## src/rtl/cam_host_pkg.sv

```systemverilog
package cam_host_pkg;

  // Cycle type, encoded as {wr_n, cmd_n}
  typedef enum logic [1:0] {
    CYC_CMD_WR  = 2'b00,
    CYC_DATA_WR = 2'b01,
    CYC_CMD_RD  = 2'b10,
    CYC_DATA_RD = 2'b11
  } cyc_e;

  // Register that data writes fill; value doubles as bank index
  typedef enum logic [1:0] {
    TGT_CMP  = 2'd0,
    TGT_MSKA = 2'd1,
    TGT_MSKB = 2'd2,
    TGT_CTRL = 2'd3
  } tgt_e;

  localparam int NUM_TGT = 4;

  localparam logic [15:0] OP_SEL_CMP  = 16'h0001;
  localparam logic [15:0] OP_SEL_MSKA = 16'h0002;
  localparam logic [15:0] OP_SEL_MSKB = 16'h0003;
  localparam logic [15:0] OP_SEL_CTRL = 16'h0004;
  localparam logic [15:0] OP_COMPARE  = 16'h0005;

  // Control-register bits steering the masks (0 = compare, 1 = write)
  localparam int CTRL_ROLE_A = 0;
  localparam int CTRL_ROLE_B = 1;

endpackage

```

## src/rtl/cam_cycle_decode.sv

```systemverilog
module cam_cycle_decode
  import cam_host_pkg::*;
(
  input  logic strobe,
  input  logic wr_n,
  input  logic cmd_n,
  output logic cmd_wr,
  output logic data_wr,
  output logic cmd_rd,
  output logic data_rd
);

  cyc_e cyc;

  always_comb begin
    cyc     = cyc_e'({wr_n, cmd_n});
    cmd_wr  = 1'b0;
    data_wr = 1'b0;
    cmd_rd  = 1'b0;
    data_rd = 1'b0;
    if (strobe) begin
      unique case (cyc)
        CYC_CMD_WR:  cmd_wr  = 1'b1;
        CYC_DATA_WR: data_wr = 1'b1;
        CYC_CMD_RD:  cmd_rd  = 1'b1;
        CYC_DATA_RD: data_rd = 1'b1;
      endcase
    end
  end

endmodule

```

## src/rtl/cam_reg_loader.sv

```systemverilog
module cam_reg_loader
  import cam_host_pkg::*;
#(
  parameter int DATA_W = 64,
  parameter int BUS_W  = 16
) (
  input  logic              clk,
  input  logic              rst,
  input  logic              cmd_wr,
  input  logic              data_wr,
  input  logic [BUS_W-1:0]  wdata,
  output logic [DATA_W-1:0] comparand,
  output logic [DATA_W-1:0] mask_a,
  output logic [DATA_W-1:0] mask_b,
  output logic [DATA_W-1:0] ctrl,
  output logic [DATA_W-1:0] cmp_mask,
  output logic [DATA_W-1:0] wr_mask,
  output logic              cmp_req
);

  localparam int WORDS   = DATA_W / BUS_W;
  localparam int CNT_W   = (WORDS > 1) ? $clog2(WORDS) : 1;
  localparam int STAGE_W = DATA_W - BUS_W;
  localparam logic [CNT_W-1:0] LAST = CNT_W'(WORDS - 1);

  logic [CNT_W-1:0]   wcnt;
  logic [STAGE_W-1:0] stage;
  tgt_e               target;
  logic [DATA_W-1:0]  bank [NUM_TGT];
  logic               commit;

  // Instruction decode
  logic sel_hit, cmp_hit;
  tgt_e sel_tgt;

  always_comb begin
    sel_hit = 1'b1;
    cmp_hit = 1'b0;
    sel_tgt = TGT_CMP;
    if (wdata == BUS_W'(OP_SEL_CMP))       sel_tgt = TGT_CMP;
    else if (wdata == BUS_W'(OP_SEL_MSKA)) sel_tgt = TGT_MSKA;
    else if (wdata == BUS_W'(OP_SEL_MSKB)) sel_tgt = TGT_MSKB;
    else if (wdata == BUS_W'(OP_SEL_CTRL)) sel_tgt = TGT_CTRL;
    else begin
      sel_hit = 1'b0;
      cmp_hit = (wdata == BUS_W'(OP_COMPARE));
    end
  end

  assign commit = data_wr && (wcnt == LAST);

  // Word counter, staging, target and compare request
  always_ff @(posedge clk) begin
    if (rst) begin
      wcnt    <= '0;
      stage   <= '0;
      target  <= TGT_CMP;
      cmp_req <= 1'b0;
    end else begin
      cmp_req <= 1'b0;
      if (cmd_wr) begin
        wcnt <= '0;
        if (sel_hit) target <= sel_tgt;
        if (cmp_hit) cmp_req <= 1'b1;
      end else if (data_wr) begin
        if (wcnt == LAST) begin
          wcnt    <= '0;
          cmp_req <= 1'b1;
        end else begin
          stage[int'(wcnt)*BUS_W +: BUS_W] <= wdata;
          wcnt <= wcnt + 1'b1;
        end
      end
    end
  end

  // One 64-bit register per target, written whole on commit
  for (genvar g = 0; g < NUM_TGT; g++) begin : g_bank
    always_ff @(posedge clk) begin
      if (rst) begin
        bank[g] <= '0;
      end else if (commit && (target == tgt_e'(g))) begin
        bank[g] <= {wdata, stage};
      end
    end
  end

  assign comparand = bank[TGT_CMP];
  assign mask_a    = bank[TGT_MSKA];
  assign mask_b    = bank[TGT_MSKB];
  assign ctrl      = bank[TGT_CTRL];

  // Mask steering
  always_comb begin
    cmp_mask = '0;
    wr_mask  = '0;
    if (ctrl[CTRL_ROLE_A]) wr_mask = wr_mask | mask_a;
    else                   cmp_mask = cmp_mask | mask_a;
    if (ctrl[CTRL_ROLE_B]) wr_mask = wr_mask | mask_b;
    else                   cmp_mask = cmp_mask | mask_b;
  end

endmodule

```

## src/rtl/cam_status_mux.sv

```systemverilog
module cam_status_mux #(
  parameter int DATA_W = 64,
  parameter int BUS_W  = 16,
  parameter int ADDR_W = 10
) (
  input  logic              clk,
  input  logic              rst,
  input  logic              cmd_wr,
  input  logic              cmd_rd,
  input  logic              data_rd,
  input  logic              core_match,
  input  logic              core_multi,
  input  logic [ADDR_W-1:0] core_addr,
  input  logic [DATA_W-1:0] core_assoc,
  output logic [BUS_W-1:0]  rdata
);

  localparam int WORDS = DATA_W / BUS_W;
  localparam int CNT_W = (WORDS > 1) ? $clog2(WORDS) : 1;
  localparam logic [CNT_W-1:0] LAST = CNT_W'(WORDS - 1);

  // Address must leave the two top bits for the flags
  if (ADDR_W > BUS_W - 2) begin : g_bad_addr_w
    $error("ADDR_W too wide for status word");
  end

  logic [CNT_W-1:0] rcnt;
  logic [BUS_W-1:0] status_word;

  always_comb begin
    status_word             = '0;
    status_word[BUS_W-1]    = core_match;
    status_word[BUS_W-2]    = core_multi;
    status_word[ADDR_W-1:0] = core_addr;
  end

  always_ff @(posedge clk) begin
    if (rst) begin
      rcnt  <= '0;
      rdata <= '0;
    end else begin
      if (cmd_wr) begin
        rcnt <= '0;
      end else if (cmd_rd) begin
        rdata <= status_word;
      end else if (data_rd) begin
        rdata <= core_assoc[int'(rcnt)*BUS_W +: BUS_W];
        rcnt  <= (rcnt == LAST) ? '0 : rcnt + 1'b1;
      end
    end
  end

endmodule

```

## src/rtl/cam_host_if.sv

```systemverilog
module cam_host_if #(
  parameter int DATA_W = 64,
  parameter int BUS_W  = 16,
  parameter int ADDR_W = 10
) (
  input  logic              clk,
  input  logic              rst,
  input  logic              host_strobe,
  input  logic              host_wr_n,
  input  logic              host_cmd_n,
  input  logic [BUS_W-1:0]  host_wdata,
  output logic [BUS_W-1:0]  host_rdata,
  output logic              cmp_req,
  output logic [DATA_W-1:0] comparand_o,
  output logic [DATA_W-1:0] mask_a_o,
  output logic [DATA_W-1:0] mask_b_o,
  output logic [DATA_W-1:0] ctrl_o,
  output logic [DATA_W-1:0] cmp_mask_o,
  output logic [DATA_W-1:0] wr_mask_o,
  input  logic              core_match,
  input  logic              core_multi,
  input  logic [ADDR_W-1:0] core_addr,
  input  logic [DATA_W-1:0] core_assoc
);

  logic cmd_wr, data_wr, cmd_rd, data_rd;

  cam_cycle_decode u_dec (
    .strobe  (host_strobe),
    .wr_n    (host_wr_n),
    .cmd_n   (host_cmd_n),
    .cmd_wr  (cmd_wr),
    .data_wr (data_wr),
    .cmd_rd  (cmd_rd),
    .data_rd (data_rd)
  );

  cam_reg_loader #(.DATA_W(DATA_W), .BUS_W(BUS_W)) u_load (
    .clk       (clk),
    .rst       (rst),
    .cmd_wr    (cmd_wr),
    .data_wr   (data_wr),
    .wdata     (host_wdata),
    .comparand (comparand_o),
    .mask_a    (mask_a_o),
    .mask_b    (mask_b_o),
    .ctrl      (ctrl_o),
    .cmp_mask  (cmp_mask_o),
    .wr_mask   (wr_mask_o),
    .cmp_req   (cmp_req)
  );

  cam_status_mux #(.DATA_W(DATA_W), .BUS_W(BUS_W), .ADDR_W(ADDR_W)) u_stat (
    .clk        (clk),
    .rst        (rst),
    .cmd_wr     (cmd_wr),
    .cmd_rd     (cmd_rd),
    .data_rd    (data_rd),
    .core_match (core_match),
    .core_multi (core_multi),
    .core_addr  (core_addr),
    .core_assoc (core_assoc),
    .rdata      (host_rdata)
  );

endmodule

```

## config.mk

```make
export PLATFORM = sky130hd
export DESIGN_NAME = cam_host_if
export DESIGN_NICKNAME = d
export VERILOG_FILES = /design/src/rtl/cam_host_pkg.sv /design/src/rtl/cam_cycle_decode.sv /design/src/rtl/cam_reg_loader.sv /design/src/rtl/cam_status_mux.sv /design/src/rtl/cam_host_if.sv
export SDC_FILE = /design/constraint.sdc
export NUM_CORES = 1
export LEC_CHECK = 0
export BUFFER_PORTS_ARGS = -buffer_cell sky130_fd_sc_hd__clkbuf_2
export CORE_AREA = 2 2 193 195
export CTS_BUF_LIST = sky130_fd_sc_hd__clkbuf_8
export CTS_CLUSTER_DIAMETER = 40
export DETAILED_ROUTE_END_ITERATION = 6
export DIE_AREA = 0 0 195 197
export PLACE_DENSITY = 0.73
export SYNTH_ARGS = -nofsm -noshare
export SYNTH_HDL_FRONTEND = slang
export SYNTH_SLANG_ARGS = --single-unit
```

## constraint.sdc

```tcl
create_clock -name clk -period 18.6 [get_ports clk]
set_clock_uncertainty 0.15 [all_clocks]
set_input_delay 3.72 -clock clk [delete_from_list [all_inputs] [get_ports clk]]
set_output_delay 3.72 -clock clk [all_outputs]
set_load 0.02 [all_outputs]
```

==> Yosys cells after proc, flatten, opt, wreduce, memory -nomap -nowiden <==
Memory sizes are Yosys's and may differ from the RTL's.
Index checks and enable logic that the tools add are counted.
{ "totals": {"regBits": 71, "latchBits": 0, "mem_bits_rw": 256, "romBits": 0, "input_bits": 97, "output_inout_bits": 401, "wordCells": 99, "memories": 1} }
{ "memory_table": {"columns": ["memory", "depth", "width", "rd", "rd_ports_with_merged_regs", "write_ports", "line", "source"], "rows": [
  ["u_load.bank", 4, 64, 4, 0, 4, "cam_reg_loader.sv:29", "logic [DATA_W-1:0] bank [NUM_TGT];"]
]} }
{ "op_classes": {"add_sub_neg": 3, "mul": 0, "div_mod_pow": 0, "n_lt_le_gt_ge": 0, "eq_ne": 13, "shifts": 3, "n_mux": 51, "n_bitwise": 9, "reduce_logical": 13} }
{ "op_table": {"columns": ["op", "count"], "rows": [
  ["2-to-1 mux 64 bit", 8],
  ["OR 64 bit", 2],
  ["variable part select 64 x 7 -> 16 bit", 1],
  ["bitwise mux 48 bit", 1],
  ["variable shift 16 x 33 -> 48 bit (first input constant)", 1],
  ["variable part select 16 x 33 -> 48 bit", 1],
  ["2-to-1 mux 1 bit", 34],
  ["negation 6 -> 33 bit", 1],
  ["== test 16 x 2 -> 1 bit (second input constant)", 2],
  ["== test 16 x 3 -> 1 bit (second input constant)", 2],
  ["2-to-1 mux 16 bit", 2],
  ["== test 16 x 1 -> 1 bit (second input constant)", 1],
  ["== test 2 bit (second input constant)", 6],
  ["2-to-1 mux 2 bit", 6],
  ["AND reduction 2 bit", 3],
  ["logical AND 1 bit", 5],
  ["adder 2 x 1 -> 2 bit (second input constant)", 2],
  ["== test 2 x 1 -> 1 bit (second input constant)", 2],
  ["zero test 2 bit", 2],
  ["OR 1 bit", 4],
  ["NOT 1 bit", 3],
  ["AND reduction 3 bit", 1],
  ["nonzero test 2 bit", 1],
  ["OR reduction 2 bit", 1]
]} }

==> Longest topological paths before layout <==
Gate-level depths: netlist (run 1).
{ "logic_depth": {"depth_word": 9, "ltp_mapped": 7, "ltp_nobuf": 5} }

==> Modules after synthesis <==
A second synthesis (run 1) with hierarchy kept.
{ "hier_totals": {"hier_cells": 1215, "area_unflattened_um2": 14415.1} }
{ "modules_own_cells": {"columns": ["mod", "n_inst", "cells_each", "area_per_inst_um2", "seq_area_each_um2"], "rows": [
  ["cam_reg_loader", 1, 1098, 13143.9, 8748.4],
  ["cam_status_mux", 1, 113, 1233.7, 360.3],
  ["cam_cycle_decode", 1, 4, 37.5, 0.0]
]} }

==> Worst setup path after synthesis (run 1) <==
OpenSTA, ideal clock, no wires.
{ "synth_timing": {"path_type": "input-to-reg", "start": "in host_wr_n", "end": "mem u_load.bank[0][0], enable pin", "setup_ns": 0.581, "arrival_time_ns": 8.812, "required_time_ns": 17.869, "setup_slack_ns": 9.057, "path_stages": 3, "n_path_buf": 1, "cell_sequence": "buf_2 > nand4b_4 > o31ai_1"} }
{ "synth_lines": {"columns": ["item", "line", "source"], "rows": [
  ["start, declared", "cam_host_if.sv:9", "input logic host_wr_n,"],
  ["end, declared", "cam_reg_loader.sv:29", null]
]} }

==> results of run 1 <==
routing by layer:
layer	up-vias	GRT usage (%)
met1	5388	27.0
met5	-	0
met4	0	10.2
li1	5218	-
met2	544	40.8
met3	97	5.03
cells in the final DEF (no fill, tap or decap), types with 19 or more instances in the layout:
master and count:
clkbuf_8 62, nand3_1 48, o22ai_1 64, nor2_1 19, edfxtp_1 256, a22o_1 64, a21oi_1 65, nand2_1 71
dfxtp_1 71, clkbuf_2 496, inv_1 151, and2_1 256
final timing paths:
check / start / to / slack [ns]
setup / recovery: u_load.bank[3][1]$_SDFFCE_PN0P_ / cmp_mask_o[50] / 11.64
hold / removal: u_load.stage[5]$_SDFFE_PP0P_ / u_load.stage[5]$_SDFFE_PP0P_ / 0.34
setup reg to reg: u_load.wcnt[0]$_SDFFE_PP0N_ / u_load.bank[0][53]$_SDFFCE_PN0P_ / 15.33
hold reg to reg: u_load.stage[5]$_SDFFE_PP0P_ / u_load.stage[5]$_SDFFE_PP0P_ / 0.34
kinds of logic after synthesis:
kind of cell	Yosys count	share of synthesized area, %
multiplexers	16	2.51
adder cells (fa/ha/maj)	6	0.524
XOR/XNOR	2	0.122
AO/OA/AOI/OAI	221	10.4
buffers and inverters	222	6.08
AND/OR/NAND/NOR	421	16.9
flip-flops	327	63.5
worst max-delay path, cell delays in order, from the launching register on:
cell,delay [ns]
edfxtp_1,0.98
buf_4,0.97
o22ai_1,0.27
clkbuf_2,0.24
registers in the layout, indices dropped and copies added (netlist names):
signal	cells
u_load.bank	256
u_load.stage	48
u_stat.rdata	16
u_load.target	2
u_load.wcnt	2
u_stat.rcnt	2
u_load.cmp_req	1
layout make-up:
class | instances | area, sq um | share of cell area [%]
Timing Repair Buffer | 509 | 2580 | 14.1
Clock inverter | 47 | 274 | 1.50
Tap cell | 468 | 586 | 3.20
Inverter | 135 | 507 | 2.77
Multi-Input combinational cell | 666 | 4410 | 24.1
Clock buffer | 62 | 853 | 4.66
Sequential cell | 327 | 9110 | 49.7
Antenna cell | 1 | 2.50 | 0.0137
per-stage QoR:
step | setup WS [ns] | instance area (sq um) | instances
global placement | 11.99 | 17200 | 2105
CTS | 11.64 | 18300 | 2214
global route | 11.45 | 18300 | 2215
detailed placement | 11.86 | 17200 | 2105
floorplan | 9.06 | 14300 | 1215
finish | 11.64 | 18300 | 2215
report_power, final:
part | switching (mW) | leakage (nW) | internal, mW
clock network | 0.297 | 0.630 | 0.339
logic | 0.112 | 4.17 | 0.0496
registers | 0.0187 | 3.19 | 0.810
total | 0.427 | 7.99 | 1.20
==> reports/qor.txt, run 1 <==
CTS tree -> done
DRC -> 0
Arrival time worst endpoint -> 3.09 ns
Clk_lat worst skew -> 0.58 ns
Synth top area share -> 53.6%
Avg Inst Size Synth -> 11.8 sq um
Fillers -> 3272
Die Ht -> 197 um
Final Setup Violations -> 0
Die ar. -> 38400 sq um
All-Layer GR Usage -> 23.1%
Syn_nets -> 1318
Synth area leader -> edfxtp_1
Met1 wire length -> 17200 um
GRT overflow -> 0
Hold Vio Cnt, Final -> 0
Final core occ -> 50.5%
Detailed placer's ending HPWL -> 32100 um
PwrDens -> 88.7 nW/um^2
Type of destination of the critical path -> output port
Largest net degree at the start of global routing -> 101
Yosys reg bits -> 327
Layout area overhead -> 27.8%
Post-CTS setup buffers -> 0
Routability Congestion -> 0.900
Slew Limit Fails -> 0
Slew HR -> 14.3%
First-pass DRT Iterations -> 5
WS Path Type -> flip-flop to output port
Worst-path clk slew -> 0.06 ns
Share of layout cells above drive strength 1 -> 35.4%
WHS Path Cells -> 2
Synthesized instance count -> 1215
Site Rows -> 70
CTS root buf -> clkbuf_8
ANT nets after route -> 0
Leakage -> 7.99 nW
Met2 wire len -> 23100 um
Nets@finish -> 1800
Synth Warn # -> 0
DR top layer -> met4
I/O Buffers -> 497
Top FF cell, synth -> edfxtp_1
Total power -> 1.63 mW
Setup crit start kind -> flip-flop
Chip width -> 195 um
WP data required -> 14.73 ns
Cell Area, Synth -> 14300 sq um
Vias/cell -> 5.08
Routed length per instance -> 20.6 um
Worst min path class -> flip-flop to flip-flop
Via Count -> 11247
Peak supply drop -> 58.9 uV
Resize count post-CTS -> 0
Global-route wire length before repair -> 66200 um
Hold buffers post-CTS -> 0
Max Root-Sink Buffers -> 3
Post-Route WL -> 45700 um
DR iter-0 viols -> 639
TritonCTS Sinks -> 327
Metal3 WL -> 3510 um
Synth cell count leaders -> and2_1 (256), edfxtp_1 (256), inv_1 (135)
Final hold slack -> 0.340 ns
Core ar. -> 36300 sq um
Setup TNS Final -> 0 ns
Synth area leaders -> edfxtp_1 (54%), and2_1 (11%), dfxtp_1 (9.9%)
Sequential area share after synthesis -> 63.5%
Unrepaired setup endpoints after global routing -> false
H-tree depth -> 2
Status -> finished, final reports clean
Fmax achieved -> 144 MHz
Synth unique cells -> 42
CTS buffer count -> 58
EDFF count, synth -> 256
Final worst-path cycle share -> 37.4%
Initial antenna violation count -> 1
FFs w/ async S/R, synth -> 0%
Initial Utilization -> 39.5%
Crit path max fanout -> 100
Max-Cap Viols -> 0
Tmin final -> 6.96 ns
Slew at the pin closest to its max-slew limit -> 1.28 ns
Number of global-route vias before repair -> 10832
Reg2Reg Depth -> 6
I/O pin cnt -> 498
Note: power is estimated with default switching activity, not from simulation.
==> run 2, diff against run 1 <==
ABC_AREA = 1   (was not set)
CORE_AREA = 2 2 191 193   (was 2 2 193 195)
DIE_AREA = 0 0 193 195   (was 0 0 195 197)
PLACE_DENSITY = 0.75   (was 0.73)
clock period = 6.39 ns   (was 18.6 ns; I/O delays follow)
==> reports/qor.txt, run 2 <==
Via Count -> 12077
CP max stage cell -> inv_2
Hold Vio Cnt, Final -> 0
Post-Route WL -> 46400 um
Max Root-Sink Buffers -> 3
TritonCTS Sinks -> 327
Int Pwr -> 3.37 mW
Status -> finished, final reports clean
Seq pwr share -> 51.8%
Sequential area share after synthesis -> 64.7%
ANT nets after route -> 0
Largest net degree at the start of global routing -> 66
CP delay by family, top -> buffers and inverters
Top FF cell, synth -> edfxtp_1
Nets@finish -> 1969
DP Worst Slack -> 2.14 ns
CTS buffer count -> 53
Fillers -> 3230
I/O pin cnt -> 498
Clock Power Share -> 37.0%
Share of layout cells above drive strength 1 -> 31.8%
Max-Cap Viols -> 0
Hold buffers post-CTS -> 0
Worst path buffer plus inverter count -> 3
Synthesized instance count -> 1381
Worst min path class -> flip-flop to flip-flop
Vias/cell -> 5.10
Largest regs -> u_load.bank (256), u_load.stage (48), u_stat.rdata (16)
Detailed placer's ending HPWL -> 33300 um
Chip width -> 193 um
CTS root buf -> clkbuf_8
DR iter-0 viols -> 692
WS Path Type -> flip-flop to output port
WP data required -> 4.96 ns
Core ar. -> 35400 sq um
Setup crit start kind -> flip-flop
I/O Buffers -> 497
Cell Area, Synth -> 14100 sq um
Synth unique cells -> 33
Resize count post-CTS -> 0
Max FFs per register -> 256
PwrDens -> 259 nW/um^2
Syn_nets -> 1484
EDFF count, synth -> 256
Most frequent cell after synthesis -> nor2_1
Cell Chain, Critical Path -> inv_2 > buf_4 > o22ai_1 > clkbuf_2
Final worst-path cycle share -> 61.1%
Synth Warn # -> 0
Clk_lat worst skew -> 0.59 ns
Number of global-route vias before repair -> 11446
First-pass DRT Iterations -> 7
Comb power frac -> 11.2%
Peak supply drop -> 122 uV
Multi-input gate area -> 3720 sq um
Switching Share -> 27.0%
Leakage -> 7.67 nW
Worst-path clk slew -> 0.06 ns
Most frequent cells in the layout -> clkbuf_2 (497), nor2_1 (354), edfxtp_1 (256), inv_1 (216), o22ai_1 (140)
Crit path max fanout -> 33
Switching power total -> 1.25 mW
Unrepaired setup endpoints after global routing -> false
Synth top area share -> 54.6%
Die Ht -> 195 um
R2R Setup Slk -> 3.76 ns
Die ar. -> 37600 sq um
Final Worst Setup Slack -> 2.49 ns
Initial antenna violation count -> 0
CTS tree -> done
Reg area -> 9110 sq um
Avg Inst Size Synth -> 10.2 sq um
Yosys reg bits -> 327
Site Rows -> 69
FFs w/ async S/R, synth -> 0%
Routed length per instance -> 19.6 um
Type of destination of the critical path -> output port
All-Layer GR Usage -> 23.6%
Synth area leaders -> edfxtp_1 (55%), dfxtp_1 (10%), nor2_1 (9.4%)
CP peak stage delay -> 0.49 ns
Fmax achieved -> 256 MHz
Slew Limit Fails -> 0
Placement Cell Area -> 16800 sq um
ANT cells -> 0
Synth area leader -> edfxtp_1
H-tree depth -> 2
Commonest non-fill, non-tap cell in the layout -> clkbuf_2
Slew at the pin closest to its max-slew limit -> 1.17 ns
Final Setup Violations -> 0
Layout area overhead -> 26.5%
Post-route cell area -> 17800 sq um
DRC -> 0
Slew HR -> 22.2%
Biggest register -> u_load.bank
GRT overflow -> 0
Synth cell count leaders -> nor2_1 (354), edfxtp_1 (256), inv_1 (205)
Global-route wire length before repair -> 66500 um
Tmin final -> 3.90 ns
Arrival time worst endpoint -> 2.48 ns
Routability Congestion -> 0.958
Post-CTS setup buffers -> 0
Initial Utilization -> 39.8%
==> run 2: cell count changes in the layout (fill, tap and decap cells not counted), sizes merged, moves of 45 or more <==
cell and delta:
o21ai +85, and2 -256, nor2 +337, o22ai +76
inv +69, nand3 -45, a22o -64
==> run 2: path summary, 6_finish.rpt <==
check,startpoint,endpoint,cells after the start
setup / recovery,u_load.bank[3][0]$_SDFFCE_PN0P_,wr_mask_o[20],4
hold / removal,u_stat.rdata[12]$_SDFFE_PP0P_,u_stat.rdata[12]$_SDFFE_PP0P_,2
setup reg to reg,u_load.wcnt[0]$_SDFFE_PP0N_,u_load.bank[2][24]$_SDFFCE_PN0P_,5
hold reg to reg,u_stat.rdata[12]$_SDFFE_PP0P_,u_stat.rdata[12]$_SDFFE_PP0P_,2
==> run 2: cell type report <==
| cell class | count | area share, % |
|---|---|---|
| Clock inverter | 41 | 1.23 |
| Timing Repair Buffer | 512 | 14.6 |
| Tap cell | 461 | 3.24 |
| Inverter | 211 | 4.52 |
| Multi-Input combinational cell | 761 | 20.9 |
| Clock buffer | 57 | 4.40 |
| Sequential cell | 327 | 51.1 |
==> run 2: logic make-up after synthesis <==
group / Yosys count / share of synthesized area [%]
AND/OR/NAND/NOR: 439 / 12.6
flip-flops: 327 / 64.7
AO/OA/AOI/OAI: 316 / 12.9
buffers and inverters: 293 / 9.31
adder cells (fa/ha/maj): 6 / 0.533
==> run 2: metrics by stage <==
| stage | power [mW] | utilization (%) | setup TNS [ns] | hold slack, ns | instances |
|---|---|---|---|---|---|
| global route | 4.78 | 50.3 | 0 | 0.369 | 2370 |
| detailed placement | 2.96 | 47.5 | 0 | 0.313 | 2272 |
| floorplan | 2.75 | - | -172.15 | 0.339 | 1381 |
| CTS | 4.66 | 50.3 | 0 | 0.323 | 2370 |
| global placement | 2.95 | 47.5 | 0 | 0.303 | 2272 |
| finish | 4.62 | 50.3 | 0 | 0.318 | 2370 |
==> run 2: layer usage <==
layer / GRT usage (%) / wire length [um] / vias to the layer above
met5: 0 / 0 / -
li1: - / - / 5642
met3: 5.61 / 3660 / 92
met4: 8.42 / 1370 / 0
met1: 26.9 / 17800 / 5738
met2: 42.8 / 23500 / 605
==> run 2: power groups by stage <==
stage               Combinational [mW]  Clock, mW  Sequential, mW
finish                           0.517       1.71            2.40
global route                     0.558       1.82            2.40
CTS                              0.519       1.75            2.40
detailed placement               0.518          0            2.44
global placement                 0.510          0            2.44
floorplan                        0.222          0            2.53
==> run 2: worst min-delay path, cell delays in order, from the launching register on <==
cell and delay [ns]:
dfxtp_1 0.31, nand2_1 0.06, a21oi_1 0.05
